==> src/rtl/cmd_chain_pkg.sv <==
package cmd_chain_pkg;
  typedef enum logic [2:0] {
    ST_IDLE, ST_CHECK, ST_HREQ, ST_HWAIT, ST_PREQ, ST_PWAIT, ST_SEND, ST_DONE
  } walk_st_t;
endpackage

==> src/rtl/cmd_chain_hdr.sv <==
module cmd_chain_hdr #(
  parameter int WORD_W    = 32,
  parameter int LEN_W     = 8,
  parameter int PTR_W     = 24,
  parameter int CYC_W     = 32,
  parameter int NODE_COST = 10,
  parameter int LEN_COST  = 5
) (
  input  logic [WORD_W-1:0] hdr_word,
  output logic [LEN_W-1:0]  hdr_len,
  output logic [PTR_W-1:0]  hdr_next,
  output logic [CYC_W-1:0]  hdr_cost
);
  assign hdr_len  = hdr_word[WORD_W-1 -: LEN_W];
  assign hdr_next = hdr_word[PTR_W-1:0];

  always_comb begin
    if (hdr_len == '0)
      hdr_cost = CYC_W'(NODE_COST);
    else
      hdr_cost = CYC_W'(NODE_COST + LEN_COST) + CYC_W'(hdr_len);
  end
endmodule

==> src/rtl/cmd_chain_cost.sv <==
module cmd_chain_cost #(
  parameter int CYC_W = 32
) (
  input  logic             clk,
  input  logic             rst,
  input  logic             clr,
  input  logic             add_en,
  input  logic [CYC_W-1:0] add_val,
  output logic [CYC_W-1:0] total
);
  always_ff @(posedge clk) begin
    if (rst || clr)
      total <= '0;
    else if (add_en)
      total <= total + add_val;
  end
endmodule

==> src/rtl/cmd_chain_outreg.sv <==
module cmd_chain_outreg #(
  parameter int WORD_W = 32
) (
  input  logic              clk,
  input  logic              rst,
  input  logic              load,
  input  logic [WORD_W-1:0] din,
  input  logic              ready,
  output logic              valid,
  output logic [WORD_W-1:0] dout,
  output logic              fire
);
  assign fire = valid && ready;

  always_ff @(posedge clk) begin
    if (rst) begin
      valid <= 1'b0;
      dout  <= '0;
    end else if (load) begin
      valid <= 1'b1;
      dout  <= din;
    end else if (fire) begin
      valid <= 1'b0;
    end
  end

  AST_HOLD_STALL: assert property (@(posedge clk) disable iff (rst)
    (valid && !ready) |=> (valid && $stable(dout)));
endmodule

==> src/rtl/cmd_chain_walker.sv <==
module cmd_chain_walker
  import cmd_chain_pkg::*;
#(
  parameter int WORD_W    = 32,
  parameter int LEN_W     = 8,
  parameter int PTR_W     = 24,
  parameter int ADDR_W    = 21,
  parameter int CYC_W     = 32,
  parameter int NODE_COST = 10,
  parameter int LEN_COST  = 5,
  localparam int WADDR_W  = ADDR_W - 2,
  localparam int END_BIT  = PTR_W - 1
) (
  input  logic               clk,
  input  logic               rst,
  input  logic               start,
  input  logic [WORD_W-1:0]  start_addr,
  output logic               mem_req,
  output logic [WADDR_W-1:0] mem_addr,
  input  logic               mem_rvalid,
  input  logic [WORD_W-1:0]  mem_rdata,
  output logic               out_valid,
  output logic [WORD_W-1:0]  out_data,
  input  logic               out_ready,
  output logic               busy,
  output logic               done,
  output logic [CYC_W-1:0]   cost_total
);
  walk_st_t           state;
  logic [PTR_W-1:0]   cur_ptr;
  logic [PTR_W-1:0]   nxt_ptr;
  logic [ADDR_W-1:0]  rd_ptr;
  logic [LEN_W-1:0]   remain;

  logic [LEN_W-1:0]   hdr_len;
  logic [PTR_W-1:0]   hdr_next;
  logic [CYC_W-1:0]   hdr_cost;
  logic               hdr_take;
  logic               pay_take;
  logic               beat_fire;
  logic               cost_clr;

  cmd_chain_hdr #(
    .WORD_W(WORD_W), .LEN_W(LEN_W), .PTR_W(PTR_W), .CYC_W(CYC_W),
    .NODE_COST(NODE_COST), .LEN_COST(LEN_COST)
  ) i_hdr (
    .hdr_word(mem_rdata),
    .hdr_len (hdr_len),
    .hdr_next(hdr_next),
    .hdr_cost(hdr_cost)
  );

  assign hdr_take = (state == ST_HWAIT) && mem_rvalid;
  assign pay_take = (state == ST_PWAIT) && mem_rvalid;
  assign cost_clr = (state == ST_IDLE) && start;

  cmd_chain_cost #(.CYC_W(CYC_W)) i_cost (
    .clk    (clk),
    .rst    (rst),
    .clr    (cost_clr),
    .add_en (hdr_take),
    .add_val(hdr_cost),
    .total  (cost_total)
  );

  cmd_chain_outreg #(.WORD_W(WORD_W)) i_out (
    .clk  (clk),
    .rst  (rst),
    .load (pay_take),
    .din  (mem_rdata),
    .ready(out_ready),
    .valid(out_valid),
    .dout (out_data),
    .fire (beat_fire)
  );

  always_ff @(posedge clk) begin
    if (rst) begin
      state   <= ST_IDLE;
      cur_ptr <= '0;
      nxt_ptr <= '0;
      rd_ptr  <= '0;
      remain  <= '0;
    end else begin
      unique case (state)
        ST_IDLE: if (start) begin
          cur_ptr <= start_addr[PTR_W-1:0];
          state   <= ST_CHECK;
        end
        ST_CHECK: state <= cur_ptr[END_BIT] ? ST_DONE : ST_HREQ;
        ST_HREQ:  state <= ST_HWAIT;
        ST_HWAIT: if (mem_rvalid) begin
          nxt_ptr <= hdr_next;
          remain  <= hdr_len;
          rd_ptr  <= cur_ptr[ADDR_W-1:0] + ADDR_W'(4);
          if (hdr_len == '0) begin
            cur_ptr <= hdr_next;
            state   <= ST_CHECK;
          end else begin
            state   <= ST_PREQ;
          end
        end
        ST_PREQ:  state <= ST_PWAIT;
        ST_PWAIT: if (mem_rvalid) state <= ST_SEND;
        ST_SEND: if (beat_fire) begin
          remain <= remain - LEN_W'(1);
          rd_ptr <= rd_ptr + ADDR_W'(4);
          if (remain == LEN_W'(1)) begin
            cur_ptr <= nxt_ptr;
            state   <= ST_CHECK;
          end else begin
            state   <= ST_PREQ;
          end
        end
        ST_DONE:  state <= ST_IDLE;
        default:  state <= ST_IDLE;
      endcase
    end
  end

  assign mem_req  = (state == ST_HREQ) || (state == ST_PREQ);
  assign mem_addr = (state == ST_HREQ) ? cur_ptr[ADDR_W-1:2] : rd_ptr[ADDR_W-1:2];
  assign busy     = (state != ST_IDLE);
  assign done     = (state == ST_DONE);

  AST_DONE_PULSE: assert property (@(posedge clk) disable iff (rst)
    done |=> !done);
  AST_DONE_IN_BUSY: assert property (@(posedge clk) disable iff (rst)
    done |-> busy);
  AST_REQ_STROBE: assert property (@(posedge clk) disable iff (rst)
    mem_req |=> !mem_req);
  AST_IDLE_QUIET: assert property (@(posedge clk) disable iff (rst)
    !busy |-> (!mem_req && !out_valid && !done));
  AST_TERM_STOP: assert property (@(posedge clk) disable iff (rst)
    (state == ST_CHECK && cur_ptr[END_BIT]) |=> (done && !mem_req));
  AST_COST_IDLE: assert property (@(posedge clk) disable iff (rst)
    (!busy && !start) |=> $stable(cost_total));
  AST_BUSY_KEEP: assert property (@(posedge clk) disable iff (rst)
    (busy && !done) |=> busy);
endmodule

==> config.mk <==
export PLATFORM = sky130hd
export DESIGN_NAME = cmd_chain_walker
export DESIGN_NICKNAME = d
export VERILOG_FILES = /design/src/rtl/cmd_chain_pkg.sv /design/src/rtl/cmd_chain_hdr.sv /design/src/rtl/cmd_chain_cost.sv /design/src/rtl/cmd_chain_outreg.sv /design/src/rtl/cmd_chain_walker.sv
export SDC_FILE = /design/constraint.sdc
export NUM_CORES = 1
export LEC_CHECK = 0
export ABC_CLOCK_PERIOD_IN_PS = 6460
export BUFFER_PORTS_ARGS = -buffer_cell sky130_fd_sc_hd__buf_2
export CORE_MARGIN = 10
export CORE_UTILIZATION = 60
export DETAILED_ROUTE_END_ITERATION = 7
export GPL_TIMING_DRIVEN = 0
export PLACE_DENSITY = 0.86
export SETUP_SLACK_MARGIN = 0.1
export SLEW_MARGIN = 25
export SYNTH_ARGS = -nofsm -noshare
export SYNTH_HDL_FRONTEND = slang
export SYNTH_SLANG_ARGS = --single-unit
==> constraint.sdc <==
create_clock -name clk -period 6.46 [get_ports clk]
set_input_delay 0.646 -clock clk [delete_from_list [all_inputs] [get_ports clk]]
set_output_delay 0.646 -clock clk [all_outputs]
set_load 0.05 [all_outputs]
==> Word level (Yosys, flattened, before mapping) <==
Index checks and enable logic that the tools add are counted.
{ "classes": {"shifts": 0, "reduce_logical": 16, "add_sub_neg": 5, "n_div": 0, "n_mux": 24, "bitwise_logic": 0, "n_lt_le_gt_ge": 0, "multipliers": 0, "eq_ne": 14} }
{ "ops": {"columns": ["cell", "count"], "rows": [
  ["two-way mux 24 bit", 5],
  ["case mux 24 bit (3 select lines)", 1],
  ["adder 21 x 3 -> 21 bit (second input constant)", 2],
  ["two-way mux 21 bit", 2],
  ["case mux 21 bit (2 select lines)", 1],
  ["adder 32 bit", 1],
  ["two-way mux 32 bit", 1],
  ["case mux 3 bit (8 select lines)", 1],
  ["two-way mux 3 bit", 7],
  ["two-way mux 19 bit", 1],
  ["two-way mux 8 bit", 2],
  ["case mux 8 bit (2 select lines)", 1],
  ["equality test 3 bit (second input constant)", 4],
  ["inequality test 2 bit (second input constant)", 5],
  ["adder 4 x 8 -> 9 bit (first input constant)", 1],
  ["equality test 8 x 1 -> 1 bit (second input constant)", 1],
  ["zero test 8 bit", 1],
  ["subtractor 8 x 1 -> 8 bit (second input constant)", 1],
  ["equality test 3 x 2 -> 1 bit (second input constant)", 2],
  ["AND reduction 6 bit", 1],
  ["nonzero test 3 bit", 2],
  ["logical AND 1 bit", 4],
  ["AND reduction 4 bit", 1],
  ["nonzero test 2 bit", 2],
  ["other kinds (7)", 9]
]} }
{ "totals": {"ramBits": 0, "n_memories": 0, "inputBits": 69, "wordCells": 67, "latchBits": 0, "output_inout_bits": 87, "register_bits": 145, "romBits": 0} }

==> Depth between registers and ports, before layout <==
{ "logic_depth": {"word_depth": 4, "ltp_mapped": 15, "depth_no_buf": 12} }

==> Cells and area by module <==
From an unflattened synthesis, not the netlist that was laid out.
{ "hier_totals": {"cells_unflattened": 1077, "area_unflattened_um2": 8698.3} }
{ "modules_own_cells": {"columns": ["mod", "cells_per_inst", "n_inst", "area_per_inst_um2", "seq_area_each_um2"], "rows": [
  ["cmd_chain_walker", 563, 1, 4216.5, 1401.3],
  ["cmd_chain_cost", 325, 1, 2693.8, 640.6],
  ["cmd_chain_outreg", 109, 1, 1211.2, 660.6],
  ["cmd_chain_hdr", 80, 1, 576.8, 0.0]
]} }

==> Worst setup path after synthesis <==
Ideal clock, no wire load.
{ "synth_timing": {"kind": "input -> register", "startpoint": "input mem_rdata[28]", "endpoint": "register i_cost.total[30]", "cell_stages": 13, "setup_slack_ps": 3209, "required_ps": 6388, "arrival_time_ps": 3179, "path_cell_list": "buf_2 > nor4_1 > and3_1 > clkbuf_1 > nor2_1 > ha_1 > nand3_1 > o21bai_1 > and4b_1 > buf_2 > buf_2 > nor4_1 > mux2i_1"} }
{ "synth_between": {"elab_chain_cells": 3, "elab_cells_between_ends": 4, "classes_between": "2 x add/sub; 1 x mux; 1 x reduce/logical"} }
{ "synth_lines": {"columns": ["item", "line_no", "text"], "rows": [
  ["start, declared", "cmd_chain_walker.sv:21", "input logic [WORD_W-1:0] mem_rdata,"],
  ["adder 4 x 8 -> 9 bit or zero test 8 bit (tied branches)", "cmd_chain_hdr.sv:21, cmd_chain_hdr.sv:18", null],
  ["two-way mux 32 bit (*)", "cmd_chain_hdr.sv:18", "if (hdr_len == '0)"],
  ["adder 32 bit (*)", "cmd_chain_cost.sv:15", "total <= total + add_val;"],
  ["end signal, assigned", "cmd_chain_cost.sv:15", null],
  ["end, declared", "cmd_chain_cost.sv:9", "output logic [CYC_W-1:0] total"]
]} }
Every way passes the cells marked *; elsewhere a longest branch is shown, timed or not.
A chain may end at the register's enable or synchronous reset.

==> Worst setup path in the final report <==
{ "layout_timing": {"startpoint": "register state[0]", "endpoint": "register rd_ptr[12]"} }
{ "layout_between": {"elab_chain_cells": 3, "elab_cells_between_ends": 7, "classes_between": "4 x eq/ne; 1 x mux; 2 x reduce/logical"} }
{ "layout_lines": {"columns": ["item", "line_no", "text"], "rows": [
  ["start, declared", "cmd_chain_walker.sv:29", "walk_st_t state;"],
  ["start signal, assigned", "cmd_chain_walker.sv:90", "ST_CHECK: state <= cur_ptr[END_BIT] ? ST_DONE : ST_HREQ;"],
  ["equality test 3 bit or equality test 3 x 2 -> 1 bit (tied branches)", "cmd_chain_walker.sv:85", "unique case (state)"],
  ["inequality test 2 bit (no line) or nonzero test 2 bit (tied branches)", null, null],
  ["AND reduction 3 bit (no line)", null, null],
  ["end signal, assigned", "cmd_chain_walker.sv:95", "rd_ptr <= cur_ptr[ADDR_W-1:0] + ADDR_W'(4);"],
  ["end signal, assigned", "cmd_chain_walker.sv:107", "rd_ptr <= rd_ptr + ADDR_W'(4);"],
  ["end, declared", "cmd_chain_walker.sv:32", "logic [ADDR_W-1:0] rd_ptr;"]
]} }
Several ways; a longest one is shown, not always the timed one.

==> flow_summary.ini <==
[critical_path]
slowest_stage = buf_1
arrival_ns = 3.92
r2r_start = state[0]
worst_r2r_path_depth = 12
cp-end-kind = flip-flop
r2r_end = rd_ptr[12]
cp-start-kind = flip-flop
cp_max_fo = 10
crit_buf_inv = 5
r2r_slack_ns = 2.90
cp_data_required_time_ns = 6.82
slowest_delay_ns = 0.47
path_cells = nand3b_2, buf_2, buf_2, buf_1, nand2_1, nand2_1, ha_1, clkbuf_1, inv_1, a221oi_1, mux2_2, a21oi_1
crit_family = buffers and inverters
setup.worst_path.class = reg -> reg

[grt]
track_usage = 0.273
overflow = 0
grt_max_degree = 17
antenna_found_initial = 0
grt_pass1_vias = 8043
grt_first_pass_wirelength_um = 40200

[worst_hold_path]
worstHoldStart = mem_rdata[21]
hp-class = in -> reg
min_path_cells = 3
min_to = i_out.dout[21]

[routing]
detail-route-antenna-nets = 0
vias = 8412
drcViolationCount = 0
wirelength_um = 25200
drtPass1Iterations = 6
via_per_inst = 6.34
drt-initial-drc-count = 977
avgRoutedWirePerCell_um = 19.0

[floorplanning]
fp-row-count = 41
dieArea_mm2 = 0.0176
die_height_um = 133
fp.dieW_um = 133
core_mm2 = 0.0126
start_util = 0.608
ios = 156

[clock_network]
clk_pin_slew_ns = 0.06
max-clock-path-buffers = 2
cts_setup_buffers = 0
cts.sinks = 135
hold_buffers = 0
cts_buffers = 17
cts-root-buf = clkbuf_16
htreeDepth = 4
clock_latency_ns = 0.43
cts_tree = done
post_cts_resized = 0

[job]
maxCapViolations = 0

[yosys]
synth_seq_area_share = 0.354
synthArstFlopShare = 0
synth_area_per_cell_um2 = 7.79
synth_edf_count = 0
ys_types = 72
synth_area_mm2 = 0.00764
yosys_warnings = 0
synth_ff_type = dfxtp_1
syn_nets = 1064
ys_seq_elements = 135
synthCells = 980

[finish]
stdcell_area_mm2 = 0.00917
layout-drive-gt1-share = 0.210
layout.nets = 1224
area_growth_pct = 20.1

[sta]
period_needed_ns = 3.56
slew_headroom = 0.510
fmax_ghz = 0.281
fin_crit_sh = 0.551
tightest_slew_ns = 0.727
finalSetupViolations = 0
rsz0062_at_grt = false
slew_viol_final = 0
fin_skew_ns = 0.00865
setup_total_negative_slack_ns = 0
hold_viol_final = 0

[power_and_ir_drop]
p_leak_nw = 3.58
power_density_mw_per_mm2 = 334
peakVddDrop_uv = 204

[placement]
port-buffer-count = 141
gp_congestion = 0.941
place_area_mm2 = 0.00856
dpl.hpwl_um = 18100

[status]
status = finished, final reports clean
-- worst reg2reg max path: stages, from the launching register on --
cell	delay, ns
dfxtp_1	0.39
nand3b_2	0.27
buf_2	0.33
buf_2	0.32
buf_1	0.47
nand2_1	0.10
nand2_1	0.08
ha_1	0.13
clkbuf_1	0.35
inv_1	0.20
a221oi_1	0.33
mux2_2	0.37
a21oi_1	0.14
-- power breakdown --
group	internal [mW]	switching (mW)	total [mW]
Sequential	0.918	0.0967	1.01
Clock	0.599	0.404	1.00
Combinational	0.338	0.710	1.05
Total	1.85	1.21	3.07
-- Yosys cell counts, types with 11 or more instances --
library cell	instances	area [um^2]
mux2_2	26	293
o31ai_1	18	135
buf_2	23	115
inv_1	11	41.3
nor2_1	33	124
a22o_1	22	193
nand3_1	32	160
dfxtp_1	135	2700
or4_1	18	135
a211oi_1	25	188
a31oi_1	31	194
nand2b_1	11	68.8
clkbuf_1	47	176
mux2i_1	16	160
and3_1	14	87.6
ha_1	14	175
nand2_1	187	702
a21oi_1	130	651
o21ai_0	32	160
nand4_1	16	100
nor3_1	12	60.1
-- registers in the layout, summed over array words and instances, names as in the netlist --
signal	count
i_cost.total	32
i_out.dout	32
cur_ptr	20
nxt_ptr	20
rd_ptr	19
remain	8
state	3
i_out.valid	1
-- layout by cell type (no fill, tap or decap), types with 18 or more instances in the layout --
cell	Yosys	routed
a211oi_1	25	25
a21oi_1	130	130
a22o_1	22	22
a31oi_1	31	31
buf_2	23	164
clkbuf_1	47	47
dfxtp_1	135	135
mux2_2	26	26
nand2_1	187	187
nand3_1	32	32
nor2_1	33	33
o21ai_0	32	32
o31ai_1	18	18
or4_1	18	18
-- per-stage QoR --
| step | power, mW | hold WS [ns] | utilization | instances | setup WS [ns] |
|---|---|---|---|---|---|
| 2_1_floorplan | 1.76 | 0.437 | - | 980 | 3.21 |
| 3_3_place_gp | 2.02 | 0.439 | 0.681 | 1293 | 2.67 |
| 3_5_place_dp | 2.04 | 0.444 | 0.681 | 1293 | 2.65 |
| 4_1_cts | 3.03 | 0.441 | 0.729 | 1325 | 3.03 |
| 5_1_grt | 3.19 | 0.464 | 0.729 | 1325 | 2.63 |
| 6_report | 3.07 | 0.449 | 0.730 | 1326 | 2.90 |
-- logic make-up after synthesis --
logic type / count (synthesis) / share of synthesized area
buffers and inverters: 96 / 0.0547
AOI/OAI and AO/OA: 316 / 0.261
DFF: 135 / 0.354
adders and majority gates: 15 / 0.0256
and+or+nand+nor: 368 / 0.237
xor gates and xnor gates: 8 / 0.00917
muxes: 42 / 0.0593
-- worst max-delay path by stage --
stage	startpoint	end	slack [ns]	cells past startpoint
global route	state[0]	rd_ptr[14]	2.63	13
global placement	mem_rdata[24]	i_cost.total[30]	2.67	14
finish	state[0]	rd_ptr[12]	2.90	12
CTS	state[0]	rd_ptr[14]	3.03	13
detailed placement	mem_rdata[24]	i_cost.total[30]	2.65	14
floorplan	mem_rdata[28]	i_cost.total[30]	3.21	13
-- metal layers --
metal	vias up	share of wire	global-route usage
met2	529	0.45	0.424
met3	100	0.11	0.0821
met1	3868	0.40	0.340
met4	0	0.034	0.122
li1	3915	-	-
met5	-	0	0
-- area by class of cell --
cell class / count / area [um^2]
Inverter: 11 / 41.3
Clock buffer: 19 / 453
Clock inverter: 13 / 155
Multi-Input combinational cell: 749 / 4520
Buffer: 85 / 377
Antenna cell: 1 / 2.50
Timing Repair Buffer: 141 / 706
Fill cell: 995 / 3400
Sequential cell: 135 / 2700
Tap cell: 172 / 215
(Power assumes the default switching activity.)
